`config.mk`:
```
export PLATFORM = sky130hd
export DESIGN_NAME = xing_light_ctrl
export DESIGN_NICKNAME = d
export VERILOG_FILES = /design/src/rtl/xing_pkg.sv /design/src/rtl/xing_req_bank.sv /design/src/rtl/xing_lamp.sv /design/src/rtl/xing_hold.sv /design/src/rtl/xing_light_ctrl.sv
export SDC_FILE = /design/constraint.sdc
export NUM_CORES = 1
export LEC_CHECK = 0
export ABC_AREA = 1
export BUFFER_PORTS_ARGS = -buffer_cell sky130_fd_sc_hd__buf_2
export CAP_MARGIN = 10
export CORE_AREA = 10 10 47 49
export DETAILED_ROUTE_END_ITERATION = 10
export DIE_AREA = 0 0 57 59
export PLACE_DENSITY_LB_ADDON = 0.12
export RECOVER_POWER = 50
export SYNTH_ARGS = -nofsm -noshare
export SYNTH_HDL_FRONTEND = slang
export SYNTH_SLANG_ARGS = --single-unit
export TNS_END_PERCENT = 1
```
`constraint.sdc`:
```
create_clock -name clk -period 1.2 [get_ports clk]
set_clock_uncertainty 0.05 [all_clocks]
set_input_delay 0.06 -clock clk [delete_from_list [all_inputs] [get_ports clk]]
set_output_delay 0.06 -clock clk [all_outputs]
set_load 0.01 [all_outputs]
```
`src/rtl/xing_pkg.sv`:
```
package xing_pkg;
  localparam int NUM_DIR = 3;

  typedef enum logic [1:0] {
    DIR_N = 2'd0,
    DIR_S = 2'd1,
    DIR_E = 2'd2
  } dir_e;

  typedef struct packed {
    logic turn_on;
    logic turn_off;
  } lamp_evt_t;
endpackage

```
`src/rtl/xing_req_bank.sv`:
```
module xing_req_bank
  import xing_pkg::*;
#(
  parameter int N = NUM_DIR
) (
  input  logic         clk,
  input  logic         rst_n,
  input  logic [N-1:0] sense,
  input  logic [N-1:0] clr,
  output logic [N-1:0] req
);
  logic [N-1:0] req_q, req_d, req_en;

  for (genvar i = 0; i < N; i++) begin : g_bit
    // clear wins over a latch on the same edge
    always_comb begin
      req_en[i] = sense[i] | clr[i];
      req_d[i]  = ~clr[i];
    end

    always_ff @(posedge clk or negedge rst_n) begin
      if (!rst_n)         req_q[i] <= 1'b0;
      else if (req_en[i]) req_q[i] <= req_d[i];
    end

    assert_sticky_R2: assert property (@(posedge clk) disable iff (!rst_n)
      sense[i] |=> req_q[i]);
    assert_clear_R4: assert property (@(posedge clk) disable iff (!rst_n)
      clr[i] |=> !req_q[i]);
  end

  assign req = req_q;
endmodule

```
`src/rtl/xing_lamp.sv`:
```
module xing_lamp (
  input  logic clk,
  input  logic rst_n,
  input  logic req,
  input  logic block,
  input  logic sense,
  output logic go,
  output logic turn_on,
  output logic turn_off
);
  logic go_q, go_d, go_en;

  always_comb begin
    turn_on  = req & ~go_q & ~block;
    turn_off = go_q & ~sense;
    go_en    = turn_on | turn_off;
    go_d     = turn_on;
  end

  always_ff @(posedge clk or negedge rst_n) begin
    if (!rst_n)     go_q <= 1'b0;
    else if (go_en) go_q <= go_d;
  end

  assign go = go_q;

  assert_lamp_off_R4: assert property (@(posedge clk) disable iff (!rst_n)
    (go_q && !sense) |=> !go_q);
  // R3 for north/south slices, R5 for the east slice
  assert_lamp_on_R3: assert property (@(posedge clk) disable iff (!rst_n)
    (req && !go_q && !block) |=> go_q);
endmodule

```
`src/rtl/xing_hold.sv`:
```
module xing_hold
  import xing_pkg::*;
(
  input  logic      clk,
  input  logic      rst_n,
  input  lamp_evt_t evt_n,
  input  lamp_evt_t evt_s,
  input  logic      go_n,
  input  logic      go_s,
  input  logic      sense_s,
  output logic      hold
);
  logic hold_q, hold_d;

  always_comb begin
    hold_d = hold_q;
    // north rules (lower precedence)
    if (evt_n.turn_on)
      hold_d = 1'b1;
    else if (evt_n.turn_off && (!go_s || !sense_s))
      hold_d = 1'b0;
    // south rules (higher precedence)
    if (evt_s.turn_on)
      hold_d = 1'b1;
    else if (evt_s.turn_off && !(go_n || evt_n.turn_on))
      hold_d = 1'b0;
  end

  always_ff @(posedge clk or negedge rst_n) begin
    if (!rst_n) hold_q <= 1'b0;
    else        hold_q <= hold_d;
  end

  assign hold = hold_q;

  assert_ns_on_sets_R3: assert property (@(posedge clk) disable iff (!rst_n)
    (evt_n.turn_on || evt_s.turn_on) |=> hold_q);
  assert_south_wins_R8: assert property (@(posedge clk) disable iff (!rst_n)
    (evt_s.turn_on && evt_n.turn_off) |=> hold_q);
endmodule

```
`src/rtl/xing_light_ctrl.sv`:
```
module xing_light_ctrl
  import xing_pkg::*;
(
  input  logic clk,
  input  logic rst_n,
  input  logic sense_n,
  input  logic sense_s,
  input  logic sense_e,
  output logic go_n,
  output logic go_s,
  output logic go_e
);
  logic [NUM_DIR-1:0] sense_v, req_v, go_v, block_v, on_v, off_v;
  logic               hold;
  lamp_evt_t          evt_n, evt_s;

  assign sense_v = {sense_e, sense_s, sense_n};

  xing_req_bank #(.N(NUM_DIR)) u_req (
    .clk   (clk),
    .rst_n (rst_n),
    .sense (sense_v),
    .clr   (off_v),
    .req   (req_v)
  );

  for (genvar g = 0; g < NUM_DIR; g++) begin : g_lane
    if (g == int'(DIR_E)) begin : g_east
      assign block_v[g] = hold;
    end else begin : g_ns
      assign block_v[g] = req_v[DIR_E];
    end

    xing_lamp u_lamp (
      .clk      (clk),
      .rst_n    (rst_n),
      .req      (req_v[g]),
      .block    (block_v[g]),
      .sense    (sense_v[g]),
      .go       (go_v[g]),
      .turn_on  (on_v[g]),
      .turn_off (off_v[g])
    );
  end

  assign evt_n = '{turn_on: on_v[DIR_N], turn_off: off_v[DIR_N]};
  assign evt_s = '{turn_on: on_v[DIR_S], turn_off: off_v[DIR_S]};

  xing_hold u_hold (
    .clk     (clk),
    .rst_n   (rst_n),
    .evt_n   (evt_n),
    .evt_s   (evt_s),
    .go_n    (go_v[DIR_N]),
    .go_s    (go_v[DIR_S]),
    .sense_s (sense_s),
    .hold    (hold)
  );

  assign go_n = go_v[DIR_N];
  assign go_s = go_v[DIR_S];
  assign go_e = go_v[DIR_E];

  assert_no_cross_R9: assert property (@(posedge clk) disable iff (!rst_n)
    !(go_e && (go_n || go_s)));
  assert_hold_covers_R9: assert property (@(posedge clk) disable iff (!rst_n)
    (go_n || go_s) |-> hold);
  assert_east_on_R5: assert property (@(posedge clk) disable iff (!rst_n)
    (req_v[DIR_E] && !hold && !go_e) |=> go_e);
  assert_south_keeps_R6: assert property (@(posedge clk) disable iff (!rst_n)
    (go_s && !sense_s && go_n && sense_n) |=> hold);
  assert_both_off_R7: assert property (@(posedge clk) disable iff (!rst_n)
    (go_n && !sense_n && go_s && !sense_s) |=> !hold);
  assert_reset_R1: assert property (@(posedge clk)
    !rst_n |-> (!go_n && !go_s && !go_e && !hold && req_v == '0));
endmodule

```
==> impl_metrics.csv <==
group,metric,value,unit
cts,cts-root-buf,"clkbuf_4",
final_layout,antenna_cells,0,
yosys,synth_seq_cells,7,
critical_path,crit_family,"flip-flops",
critical_path,cp_max_fo,4,
die,start_util,20.1,%
critical_path,cpPeakStageDelay,410,ps
cts,clock_sinks,7,
yosys,syn_avg_cell_area,9.38,um^2
yosys,synth.area.top_cells,"dfrtp_1 (62%), nand2_1 (12%), nand3_1 (7.1%), inv_1 (5.3%), nand3_2 (3.6%)",
yosys,synth_edf_count,0,
drt,first_pass_iters,3,
die,boundaryPins,8,
pwr,peakVddDrop,0.656,mV
critical_path,worstSetupStartpointType,"flop",
pwr,power_leakage,0.211,nW
final_layout,drive_above_1_share,26.7,%
sta,min_period,922,ps
yosys,ys.flop_type,"dfrtp_1",
critical_path,r2r-end,"u_hold.hold$_DFFE_PN0P_",
yosys,synthTopCellsByCount,"nand2_1 (9), dfrtp_1 (7), inv_1 (4), nand3_1 (4), inv_2 (2)",
yosys,async_flop_share,100,%
placed_design,place.gp.congestion,0.740,
pwr,p_seq_share,44.9,%
final_layout,nFillCells,163,
critical_path,critical_path_class,"flop to primary output",
sta,fmax,1080,MHz
pwr,internal-power,580,uW
drt,drt_iter0_drc,1,
drt,route.detailed.drc,0,
pwr,comb_power_share,31.3,%
pwr,p_sw_share,36.3,%
drt,vias,244,
yosys,synth_top_area_share,62.2,%
sta,setup_ws,278,ps
critical_path,cp_slowest_cell,"dfrtp_1",
die,placementRows,14,
sta,tightest_slew,391,ps
global_routing,grt_pass1_vias,247,
drt,totalWireLength,660,um
cts,cts_buffers,3,
pwr,clkPwrFrac,23.8,%
yosys,syn_nets,35,
critical_path,regToRegStartpoint,"g_lane[1].u_lamp.go$_DFFE_PN0P_",
final_layout,fin_nets,51,
yosys,ys_warn_count,0,
sta,maxSlewHeadroom,73.9,%
critical_path,crit_required,1090,ps
placed_design,port_buffers,7,
final_layout,postLayoutCoreUtil,28.7,%
critical_path,critical_path.cell_chain,"buf_2",
sta,report.final.slew_viol_count,0,
sta,hold_violations,0,
yosys,yosysSeqAreaShare,62.2,%
critical_path,path_buf_inv,1,
die,dieHeight,59,um
cts,clockBufferDepth,2,
global_routing,grt-ovfl-total,0,
die,fp.dieW,57,um
die,core,1400,um^2
global_routing,grt_max_degree,8,
placed_design,hpwlAfterDp,519,um
drt,wl_per_cell,10.8,um
drt,ant_nets,0,
flow_run,maxCapViolations,0,
cts,h-tree-depth,1,
sta,fin_crit_sh,76.9,%
critical_path,critical_path_depth,1,
yosys,syn_area,282,um^2
critical_path,rr_worst_depth,5,
pwr,p_sw,331,uW
critical_path,cp.arrival,810,ps
sta,rsz0062_at_grt,"false",
cts,clk_latency,250,ps
die,dieArea,3360,um^2
cts,cts_tree,"done",
final_layout,multi_input_area,83.8,um^2
global_routing,grt_first_pass_wirelength,1.21,mm
yosys,synthMostInstantiatedCell,"nand2_1",
cts,cts_setup_buffers,0,
yosys,yosysUniqueCellTypes,9,
global_routing,track_usage,4.90,%
sta,setup_viol,0,
min_path,hold_path_class,"input pin to async pin",
sta,whs,186,ps
yosys,synth_top_area_cell,"dfrtp_1",
final_layout,syn2layout_area_growth,42.7,%
cts,clk_pin_slew,60,ps
placed_design,dpl_worst_slack,357,ps
final_layout,seq_area,175,um^2
global_routing,antenna_found_initial,0,
sta,tns,0,ps
critical_path,cp-end-kind,"primary output",
critical_path,rrSetupSlack,340,ps
pwr,powerDensity,2270,nW/um^2
drt,vias_per_cell,4.00,
yosys,netlist_instances,30,
outcome,status,"finished, final reports clean",
## what timing repair did
item	in CTS	in global routing
endpoints found under the hold margin	12	0
hold buffers	4	0
gates resized for setup	0	0
## placed cells by master (no fill, tap or decap)
cell type,n
nand2_1,9
dlygate4sd3_1,4
inv_1,4
nand3_2,1
o31ai_1,1
buf_2,6
clkbuf_4,3
clkbuf_1,2
o21ai_0,1
inv_2,2
dfrtp_1,7
o21bai_1,1
nand3_1,4
## through the flow
stage	instances	power (mW)	cell area, um^2
final	61	0.911	402
after global routing	61	1.00	402
after detailed placement	53	0.696	337
after CTS	61	0.926	403
after global placement	53	0.689	337
after floorplan	30	0.581	282
## worst max-delay path by stage
stage          slack, ps                      end                             from
5_1_grt              230                     go_s  g_lane[1].u_lamp.go$_DFFE_PN0P_
3_3_place_gp         350  u_hold.hold$_DFFE_PN0P_  g_lane[1].u_lamp.go$_DFFE_PN0P_
3_5_place_dp         360  u_hold.hold$_DFFE_PN0P_  g_lane[1].u_lamp.go$_DFFE_PN0P_
2_1_floorplan        360  u_hold.hold$_DFFE_PN0P_  g_lane[0].u_lamp.go$_DFFE_PN0P_
6_report             280                     go_s  g_lane[1].u_lamp.go$_DFFE_PN0P_
4_1_cts              270                     go_s  g_lane[1].u_lamp.go$_DFFE_PN0P_
## layer usage
metal / vias to the layer above / wire length (um) / track usage, % / part of all wire, %
met4: 0 / 29 / 5.03 / 4.4
met2: 7 / 252 / 5.89 / 38
met3: 4 / 71 / 3.43 / 11
li1: 123 / - / - / -
met1: 110 / 306 / 5.28 / 46
met5: - / 0 / 0 / 0
## flip-flops by register name, indices dropped and copies added, names as in the netlist
| register | count |
|---|---|
| u_req.req | 3 |
| u_hold.hold | 1 |
| g_lane.u_lamp.go | 3 |
## kinds of logic after synthesis
family / Yosys count / share of synthesized area, %
AO/OA/AOI/OAI: 3 / 7.11
flip-flops: 7 / 62.2
AND/OR/NAND/NOR: 14 / 22.7
buffers and inverters: 6 / 8.00
## power by group through the flow
stage          Sequential, mW  Combinational (mW)  Clock, mW
2_1_floorplan           0.423               0.158          0
3_3_place_gp            0.409               0.280          0
3_5_place_dp            0.413               0.283          0
4_1_cts                 0.409               0.295      0.223
5_1_grt                 0.425               0.334      0.246
6_report                0.409               0.285      0.217
## area by class of cell
class                      instances  area share [%]
sequential                         7            43.6
multi-input combinational         17            20.9
timing repair buffer              11            18.4
clock buffer                       4            6.54
inverter                           6            5.61
tap                               16            4.98
No activity file was read; power rests on OpenSTA's default activity.
